<file path="config.mk">
export PLATFORM = sky130hd
export DESIGN_NAME = otp_prog_seq
export DESIGN_NICKNAME = d
export VERILOG_FILES = /design/src/rtl/otp_seq_pkg.sv /design/src/rtl/otp_mode_decode.sv /design/src/rtl/otp_pulse_timer.sv /design/src/rtl/otp_try_counter.sv /design/src/rtl/otp_prog_seq.sv
export SDC_FILE = /design/constraint.sdc
export NUM_CORES = 1
export LEC_CHECK = 0
export BUFFER_PORTS_ARGS = -buffer_cell sky130_fd_sc_hd__clkbuf_2
export CAP_MARGIN = 20
export CORE_MARGIN = 3
export CORE_UTILIZATION = 59
export DETAILED_ROUTE_END_ITERATION = 10
export PLACE_DENSITY = 0.86
export SETUP_SLACK_MARGIN = 0.02
export SKIP_CTS_REPAIR_TIMING = 1
export SLEW_MARGIN = 0
export SYNTH_ARGS = -nofsm -noshare
export SYNTH_HDL_FRONTEND = slang
export SYNTH_SLANG_ARGS = --single-unit
</file>
<file path="constraint.sdc">
create_clock -name clk -period 6.5 [get_ports clk]
set_clock_uncertainty 0.2 [all_clocks]
set_input_delay 1.3 -clock clk [delete_from_list [all_inputs] [get_ports clk]]
set_output_delay 1.3 -clock clk [all_outputs]
set_load 0.01 [all_outputs]
</file>
<file path="src/rtl/otp_seq_pkg.sv">
package otp_seq_pkg;
    typedef enum logic [2:0] {
        OP_NONE    = 3'd0,
        OP_READ    = 3'd1,
        OP_PROG    = 3'd2,
        OP_VERIFY  = 3'd3,
        OP_PROTECT = 3'd4
    } op_t;

    typedef enum logic [2:0] {
        S_IDLE,
        S_PULSE,
        S_CHECK,
        S_SETTLE,
        S_SWEEP
    } st_t;
endpackage

</file>
<file path="src/rtl/otp_mode_decode.sv">
module otp_mode_decode
    import otp_seq_pkg::*;
#(
    parameter int          AW        = 12,
    parameter logic [AW-1:0] PROT_ADDR = 12'hE3F
) (
    input  logic          vpp_high,
    input  logic          reg_sel,
    input  logic          rw_n,
    input  logic [AW-1:0] addr,
    output op_t           op
);
    always_comb begin
        op = OP_NONE;
        if (!vpp_high) begin
            if (rw_n && !reg_sel) op = OP_READ;
        end else if (!reg_sel) begin
            op = rw_n ? OP_VERIFY : OP_PROG;
        end else if (!rw_n && addr == PROT_ADDR) begin
            op = OP_PROTECT;
        end
    end
endmodule

</file>
<file path="src/rtl/otp_pulse_timer.sv">
module otp_pulse_timer #(
    parameter int CYC = 100000
) (
    input  logic clk,
    input  logic rst_n,
    input  logic run,
    output logic last
);
    localparam int CW = (CYC < 2) ? 1 : $clog2(CYC + 1);

    logic [CW-1:0] cnt;

    always_ff @(posedge clk or negedge rst_n) begin
        if (!rst_n)   cnt <= '0;
        else if (!run) cnt <= '0;
        else          cnt <= cnt + CW'(1);
    end

    assign last = run && (cnt == CW'(CYC - 1));

    // the strobe never outlasts the pulse width
    p_pulse_width_r4: assert property (@(posedge clk) disable iff (!rst_n)
        run |-> (cnt < CW'(CYC)));
endmodule

</file>
<file path="src/rtl/otp_try_counter.sv">
module otp_try_counter #(
    parameter int MAX = 10
) (
    input  logic clk,
    input  logic rst_n,
    input  logic clear,
    input  logic bump,
    output logic spent
);
    localparam int TW = $clog2(MAX + 1);

    logic [TW-1:0] tries;

    always_ff @(posedge clk or negedge rst_n) begin
        if (!rst_n)     tries <= '0;
        else if (clear) tries <= '0;
        else if (bump)  tries <= tries + TW'(1);
    end

    assign spent = (tries == TW'(MAX - 1));

    // failed attempts never reach the limit without ending the run
    p_try_bound_r6: assert property (@(posedge clk) disable iff (!rst_n)
        tries < TW'(MAX));
endmodule

</file>
<file path="src/rtl/otp_prog_seq.sv">
module otp_prog_seq
    import otp_seq_pkg::*;
#(
    parameter int            AW        = 12,
    parameter int            DW        = 8,
    parameter int            CLK_KHZ   = 100000,
    parameter int            PULSE_US  = 1000,
    parameter int            MAX_TRY   = 10,
    parameter logic [AW-1:0] PROT_ADDR = 12'hE3F
) (
    input  logic          clk,
    input  logic          rst_n,
    input  logic          start,
    input  logic [AW-1:0] first_addr,
    input  logic [AW-1:0] last_addr,
    input  logic          vpp_high,
    input  logic          reg_sel,
    input  logic          rw_n,
    input  logic [DW-1:0] src_data,
    output logic [AW-1:0] src_addr,
    output logic [AW-1:0] cell_addr,
    output logic [DW-1:0] cell_wdata,
    input  logic [DW-1:0] cell_rdata,
    output logic          cell_pulse,
    output logic          cell_hv,
    output logic [2:0]    mode_op,
    output logic          busy,
    output logic          pass,
    output logic          fail
);
    localparam int PULSE_CYC = (CLK_KHZ * PULSE_US) / 1000;

    st_t           state, nxt;
    op_t           op;
    logic [AW-1:0] addr, nxt_addr, lo_q, hi_q;
    logic          start_ok, pulse_last, spent;
    logic          try_clear, try_bump, set_pass, set_fail;

    otp_mode_decode #(.AW(AW), .PROT_ADDR(PROT_ADDR)) u_dec (
        .vpp_high(vpp_high), .reg_sel(reg_sel), .rw_n(rw_n),
        .addr(first_addr), .op(op)
    );

    otp_pulse_timer #(.CYC(PULSE_CYC)) u_tmr (
        .clk(clk), .rst_n(rst_n), .run(state == S_PULSE), .last(pulse_last)
    );

    otp_try_counter #(.MAX(MAX_TRY)) u_try (
        .clk(clk), .rst_n(rst_n), .clear(try_clear), .bump(try_bump),
        .spent(spent)
    );

    assign start_ok = start && (state == S_IDLE) && (op == OP_PROG);

    always_comb begin
        nxt       = state;
        nxt_addr  = addr;
        try_clear = 1'b0;
        try_bump  = 1'b0;
        set_pass  = 1'b0;
        set_fail  = 1'b0;
        unique case (state)
            S_IDLE: begin
                if (start_ok) begin
                    if (first_addr > last_addr) begin
                        set_fail = 1'b1;
                    end else begin
                        nxt       = S_PULSE;
                        nxt_addr  = first_addr;
                        try_clear = 1'b1;
                    end
                end
            end
            S_PULSE: begin
                if (pulse_last) nxt = S_CHECK;
            end
            S_CHECK: begin
                if (cell_rdata == src_data) begin
                    try_clear = 1'b1;
                    if (addr == hi_q) begin
                        nxt = S_SETTLE;
                    end else begin
                        nxt_addr = addr + AW'(1);
                        nxt      = S_PULSE;
                    end
                end else if (spent) begin
                    set_fail = 1'b1;
                    nxt      = S_IDLE;
                end else begin
                    try_bump = 1'b1;
                    nxt      = S_PULSE;
                end
            end
            S_SETTLE: begin
                nxt      = S_SWEEP;
                nxt_addr = lo_q;
            end
            S_SWEEP: begin
                if (cell_rdata != src_data) begin
                    set_fail = 1'b1;
                    nxt      = S_IDLE;
                end else if (addr == hi_q) begin
                    set_pass = 1'b1;
                    nxt      = S_IDLE;
                end else begin
                    nxt_addr = addr + AW'(1);
                end
            end
            default: nxt = S_IDLE;
        endcase
    end

    always_ff @(posedge clk or negedge rst_n) begin
        if (!rst_n) begin
            state <= S_IDLE;
            addr  <= '0;
            lo_q  <= '0;
            hi_q  <= '0;
            pass  <= 1'b0;
            fail  <= 1'b0;
        end else begin
            state <= nxt;
            addr  <= nxt_addr;
            if (start_ok) begin
                lo_q <= first_addr;
                hi_q <= last_addr;
                pass <= 1'b0;
                fail <= 1'b0;
            end
            if (set_pass) pass <= 1'b1;
            if (set_fail) fail <= 1'b1;
        end
    end

    always_comb begin
        busy       = (state != S_IDLE);
        cell_hv    = (state == S_PULSE) || (state == S_CHECK);
        cell_pulse = (state == S_PULSE);
        cell_addr  = addr;
        src_addr   = addr;
        cell_wdata = src_data;
        mode_op    = op;
    end

    // results exclusive, quiet while busy, held, and a run always ends in one
    p_excl_r9: assert property (@(posedge clk) disable iff (!rst_n)
        !(pass && fail));
    p_quiet_busy_r9: assert property (@(posedge clk) disable iff (!rst_n)
        busy |-> (!pass && !fail));
    p_hold_pass_r9: assert property (@(posedge clk) disable iff (!rst_n)
        (pass && !start) |=> pass);
    p_hold_fail_r9: assert property (@(posedge clk) disable iff (!rst_n)
        (fail && !start) |=> fail);
    p_end_result_r9: assert property (@(posedge clk) disable iff (!rst_n)
        $fell(busy) |-> (pass || fail));
    // an inverted range fails at once
    p_bad_range_r3: assert property (@(posedge clk) disable iff (!rst_n)
        (start && !busy && mode_op == 3'd2 && first_addr > last_addr)
        |=> (fail && !busy));
endmodule

</file>
==> flow_summary.toml, run 1 <==
[outcome]
status = "finished clean"

[synth]
syn-num-nets = 465
ys_ff_latch = 62
synth_edf_count = 0
synth_top_area_share_pct = 40.70
postSynthCellCount = 403
synth_cell_types = 51
synth_async_sr_flop_share_pct = 100.0
synthFlopType = "dfrtp_1"
yosys-top-cells-area = "dfrtp_1, xor2_1, ha_1"
synth_area_mm2 = 0.003812
seq_area_frac_synth_pct = 40.70
synth.avg_cell_area_um2 = 9.460
synth_warnings = 0
synth_top_area_cell = "dfrtp_1"

[place]
pre_cts_slack_ns = 2.731
hpwl_um = 7000
io_buffers = 85
dpl-instance-area_mm2 = 0.004139
place_congestion = 0.9161

[sta]
timing.final.crit_period_ns = 3.771
tns_ns = 0
maxSlewHeadroom_pct = 48.68
setup_ws_ns = 2.729
final.period_utilization_pct = 58.02
hold_viol = 0
worstMarginPinSlew_ns = 0.7699
slew_violations = 0
timing.fmax_mhz = 265.2
rsz0062_at_grt = "no"
finalSetupViolCount = 0

[layout]
design_area_mm2 = 0.004328
seqCellArea_mm2 = 0.001551
multiInputGateArea_mm2 = 0.001982
final_common_cell = "clkbuf_2"
antennaDiodeCount = 0
fin_nets = 530
drive_gt1_share_pct = 26.48
fillers = 477
final_cell_mix = "clkbuf_2, dfrtp_1, nor2_1"
area_delta_synth_final_pct = 13.52

[global_routing]
grt_pass1_vias = 3302
grt_max_degree = 63
grt_util_all_layers_pct = 26.68
grt_pass1_wl_um = 15750
antenna_found_initial = 0
grt_overflow = 0

[critical_path]
worst_ep_arrival_time_ns = 2.27
cp_common_cell = "clkbuf_2"
rr_worst_depth = 6
timing.rr.start = "state[0]$_DFFE_PN0P_"
required_ns = 5.00
ff2ff_setup_slack_ns = 3.71
worst-path-buf-inv = 2
endpoint_kind = "primary output"
cp_slowest_cell = "nor4b_1"
path_delay_family = "simple AND/OR/NAND/NOR gates"
crit_chain = "clkbuf_2 -> nor4b_1 -> nand4_1 -> nor3_1 -> clkbuf_2"
max_stage_delay_ns = 0.32
r2r-end = "cell_addr[5]$_DFFE_PN0P_"
cp_num_cells = 5
path_class = "in2out"
cp_max_fo = 4
crit_path_start_kind = "input port"

[floorplanning]
coreArea_mm2 = 0.006096
rows = 28
initial_core_util_pct = 62.54
dieArea_mm2 = 0.007462
io_pins = 86
die_h_um = 86.39
die-width_um = 86.39

[min_path]
min_path_type = "reg2reg"
holdPathEnd = "u_tmr.cnt[0]$_DFF_PN0_"
min_delay_path_depth = 1
hp-start = "u_tmr.cnt[0]$_DFF_PN0_"

[drt]
drt_iter0_drc = 429
drc = 0
wl_per_cell_um = 16.90
drtPass1Iterations = 5
vias = 3303
routed_wl_um = 9244
drtAntennaViolNets = 0
vias_per_cell = 6.038

[cts]
numCtsBuffers = 9
cts_tree = "yes"
clkLatencyLatePin_ns = 0.35
clockBufferDepth = 2
clock-sinks = 62
clk_pin_slew_worst_paths_ns = 0.07
htreeDepth = 3
clockRootBuffer = "clkbuf_8"

[power_and_ir_drop]
p_per_area_mw_per_mm2 = 329.0
irDropWorstVdd_mv = 0.2128
power_leakage_nw = 2.073

[flow_run]
cap_violations = 0
flip-flops by register name, indices dropped and copies added, names as in the netlist:
signal	cells
cell_addr	12
fail	1
hi_q	12
lo_q	12
pass	1
state	3
u_tmr.cnt	17
u_try.tries	4
per-layer routing:
metal	global-route usage [%]	share of wire [%]
met1	36.91	42
met2	42.07	48
met3	5.323	8.4
met4	8.924	1.5
met5	0	0
cell type report:
type | instances | area share, %
clock inverter | 4 | 1.099
clock buffer | 11 | 3.267
inverter | 19 | 1.648
timing repair buffer | 87 | 10.18
multi-input combinational | 289 | 45.79
sequential | 62 | 35.85
tap | 75 | 2.168
stage by stage:
step | utilization (%) | instances | hold slack [ns] | total power [mW]
global route | 71.00 | 547 | 0.3244 | 1.515
global placement | 67.90 | 532 | 0.2674 | 1.065
CTS | 71.00 | 547 | 0.2909 | 1.426
finish | 71.00 | 547 | 0.2901 | 1.424
floorplan | - | 403 | 0.2498 | 0.9490
detailed placement | 67.90 | 532 | 0.2768 | 1.095
cell usage after synthesis (5+ instances only):
cell type / n
o22ai_1: 7
inv_1: 18
buf_4: 20
nor2b_1: 7
o21ai_0: 21
a21oi_1: 12
nor3_1: 6
clkbuf_1: 10
and3_1: 7
nand4_1: 13
o2bb2ai_1: 5
xnor2_1: 5
mux2_2: 14
ha_1: 16
nand3_1: 18
dfrtp_1: 62
nor4_1: 6
a221oi_1: 5
nor2_1: 37
nand2_1: 36
xor2_1: 35
cells by family (layout without fill, tap and decap cells):
| family | Yosys count | count (layout) | share of synthesized area (%) |
|---|---|---|---|
| xor gates and xnor gates | 40 | 40 | 9.189 |
| AOI/OAI and AO/OA | 64 | 64 | 11.39 |
| muxes | 17 | 17 | 5.317 |
| DFF | 62 | 62 | 40.70 |
| buffers and inverters | 52 | 121 | 7.318 |
| and+or+nand+nor | 152 | 152 | 20.84 |
| adders and majority gates | 16 | 16 | 5.251 |
worst max-delay path by stage:
| stage | startpoint | end | slack [ns] |
|---|---|---|---|
| floorplan | first_addr[6] | mode_op[2] | 3.00 |
| global placement | first_addr[6] | mode_op[2] | 2.77 |
| detailed placement | first_addr[6] | mode_op[2] | 2.73 |
| CTS | first_addr[6] | mode_op[2] | 2.72 |
| global route | first_addr[6] | mode_op[2] | 2.69 |
| finish | first_addr[6] | mode_op[2] | 2.73 |
where the power goes:
group / leakage, nW / switching, mW / internal [mW]
sequential: 0.793 / 0.147 / 0.492
combinational: 1.19 / 0.238 / 0.215
clock: 0.0952 / 0.147 / 0.184
Note: power is estimated with default switching activity, not from simulation.
==> inputs of run 2 (changes only) <==
--- a/config.mk
+++ b/config.mk
@@ -8,9 +8,9 @@
 export BUFFER_PORTS_ARGS = -buffer_cell sky130_fd_sc_hd__clkbuf_2
 export CAP_MARGIN = 20
 export CORE_MARGIN = 3
-export CORE_UTILIZATION = 59
+export CORE_UTILIZATION = 55
 export DETAILED_ROUTE_END_ITERATION = 10
-export PLACE_DENSITY = 0.86
+export PLACE_DENSITY = 0.81
 export SETUP_SLACK_MARGIN = 0.02
 export SKIP_CTS_REPAIR_TIMING = 1
 export SLEW_MARGIN = 0
==> constraint.sdc (replaced) <==
create_clock -name clk -period 3.7 [get_ports clk]
set_clock_uncertainty 0.2 [all_clocks]
set_input_delay 0.74 -clock clk [delete_from_list [all_inputs] [get_ports clk]]
set_output_delay 0.74 -clock clk [all_outputs]
set_load 0.01 [all_outputs]
==> run 2 against run 1 <==
Against the previous run: clock power rose by 47%; cell count is 0.37% higher; utilization shrank 5.1 points; global-route usage fell by 2.4 points; design area shrank 0.55%; via count fell by 2.8%; worst setup slack worse by 2.0 ns; clock-buffer cell count grew 1; routed wire length shrank 2.7%; die area rose by 6.8%; worst hold slack better by 0.0015 ns; power up 69%; largest cell class unchanged.
==> flow_summary.toml, run 2 (synthesized netlist as in run 1, its figures left out) <==
[layout]
fin_nets = 531
antennaDiodeCount = 0
top_register = "u_tmr.cnt"
area_delta_synth_final_pct = 12.90
final_cell_mix = "clkbuf_2, dfrtp_1, nor2_1"
drive_gt1_share_pct = 26.27
design_area_mm2 = 0.004304
seqCellArea_mm2 = 0.001551
fillers = 527
final_common_cell = "clkbuf_2"
largest_reg_flops = 17
multiInputGateArea_mm2 = 0.001982

[cts]
clkLatencyLatePin_ns = 0.33
clock-sinks = 62
htreeDepth = 3
cts_tree = "yes"
clk_pin_slew_worst_paths_ns = 0.06
clockBufferDepth = 2
clockRootBuffer = "clkbuf_8"
numCtsBuffers = 9

[place]
dpl-instance-area_mm2 = 0.004149
io_buffers = 85
place_congestion = 0.8908
hpwl_um = 6828

[critical_path]
cp_max_fo = 19
path_class = "reg2reg"
crit_path_start = "state[0]$_DFFE_PN0P_"
required_ns = 3.71
crit_path_start_kind = "register"
timing.rr.start = "state[0]$_DFFE_PN0P_"
worst_ep_arrival_time_ns = 2.97
endpoint_kind = "register"

[floorplanning]
rows = 29
io_pins = 86
die_h_um = 89.26
initial_core_util_pct = 58.37
die-width_um = 89.26
coreArea_mm2 = 0.006531
dieArea_mm2 = 0.007966

[global_routing]
grt_pass1_vias = 3102
antenna_found_initial = 0
grt_overflow = 0
grt_pass1_wl_um = 14750
grt_util_all_layers_pct = 24.25
grt_max_degree = 63

[sta]
rsz0062_at_grt = "no"
final.period_utilization_pct = 79.96
finalSetupViolCount = 0
slew_violations = 0
tns_ns = 0
hold_viol = 0
timing.fmax_mhz = 338.0
maxSlewHeadroom_pct = 47.76
timing.final.crit_period_ns = 2.958
worstMarginPinSlew_ns = 0.7836

[power_and_ir_drop]
p_per_area_mw_per_mm2 = 560.4
irDropWorstVdd_mv = 0.2483
finalPower_mw = 2.412
power_leakage_nw = 2.065

[outcome]
status = "finished clean"

[drt]
vias = 3212
vias_per_cell = 5.851
drt_iter0_drc = 295
drtPass1Iterations = 5
wl_per_cell_um = 16.38
routed_wl_um = 8991
drc = 0
drtAntennaViolNets = 0

[min_path]
hp-start = "lo_q[0]$_DFFE_PN0P_"
min_path_type = "reg2reg"

[flow_run]
cap_violations = 0
## run 2: area by class of cell
type                            instances  area share (%)
Clock buffer                           12           3.372
Clock inverter                          2          0.2326
Inverter                               19           1.657
Multi-Input combinational cell        289           46.05
Sequential cell                        62           36.05
Tap cell                               77           2.238
Timing Repair Buffer                   88           10.41
## run 2: power breakdown
group / internal (mW) / total [mW] / switching, mW
Sequential: 0.865 / 1.13 / 0.263
Clock: 0.252 / 0.487 / 0.235
Combinational: 0.381 / 0.797 / 0.416
Total: 1.50 / 2.41 / 0.914
## run 2: per-layer routing
metal	vias to the layer above	GRT usage, %	part of all wire [%]
met1	1501	33.02	43
li1	1537	-	-
met4	0	10.69	2.1
met3	16	3.502	7.0
met2	158	38.58	48
met5	-	0	0
## run 2: per-stage QoR
stage	instances	setup WS [ns]	utilization [%]	hold WS, ns
floorplan	403	1.007	-	0.2444
global placement	535	0.7685	63.52	0.2636
detailed placement	535	0.7129	63.52	0.2770
CTS	549	0.8088	65.90	0.2911
global route	549	0.6020	65.90	0.3236
finish	549	0.7416	65.90	0.2916
## run 2: worst max-delay path, cell delays in order (launching register included)
cell      delay, ns
dfrtp_1        0.58
nor3_1         0.54
nand4b_1       0.44
o21ai_2        0.52
nand2_4        0.20
mux2_4         0.34
## run 2: final timing paths
path / slack (ns) / end / cells after the start
min in group asynchronous: 0.36 / u_tmr.cnt[3]$_DFF_PN0_ / 2
min: 0.29 / lo_q[0]$_DFFE_PN0P_ / 2
min reg2reg: 0.29 / lo_q[0]$_DFFE_PN0P_ / 2
max in group asynchronous: 2.41 / state[2]$_DFFE_PN0P_ / 2
max: 0.74 / cell_addr[7]$_DFFE_PN0P_ / 5
max reg2reg: 0.74 / cell_addr[7]$_DFFE_PN0P_ / 5
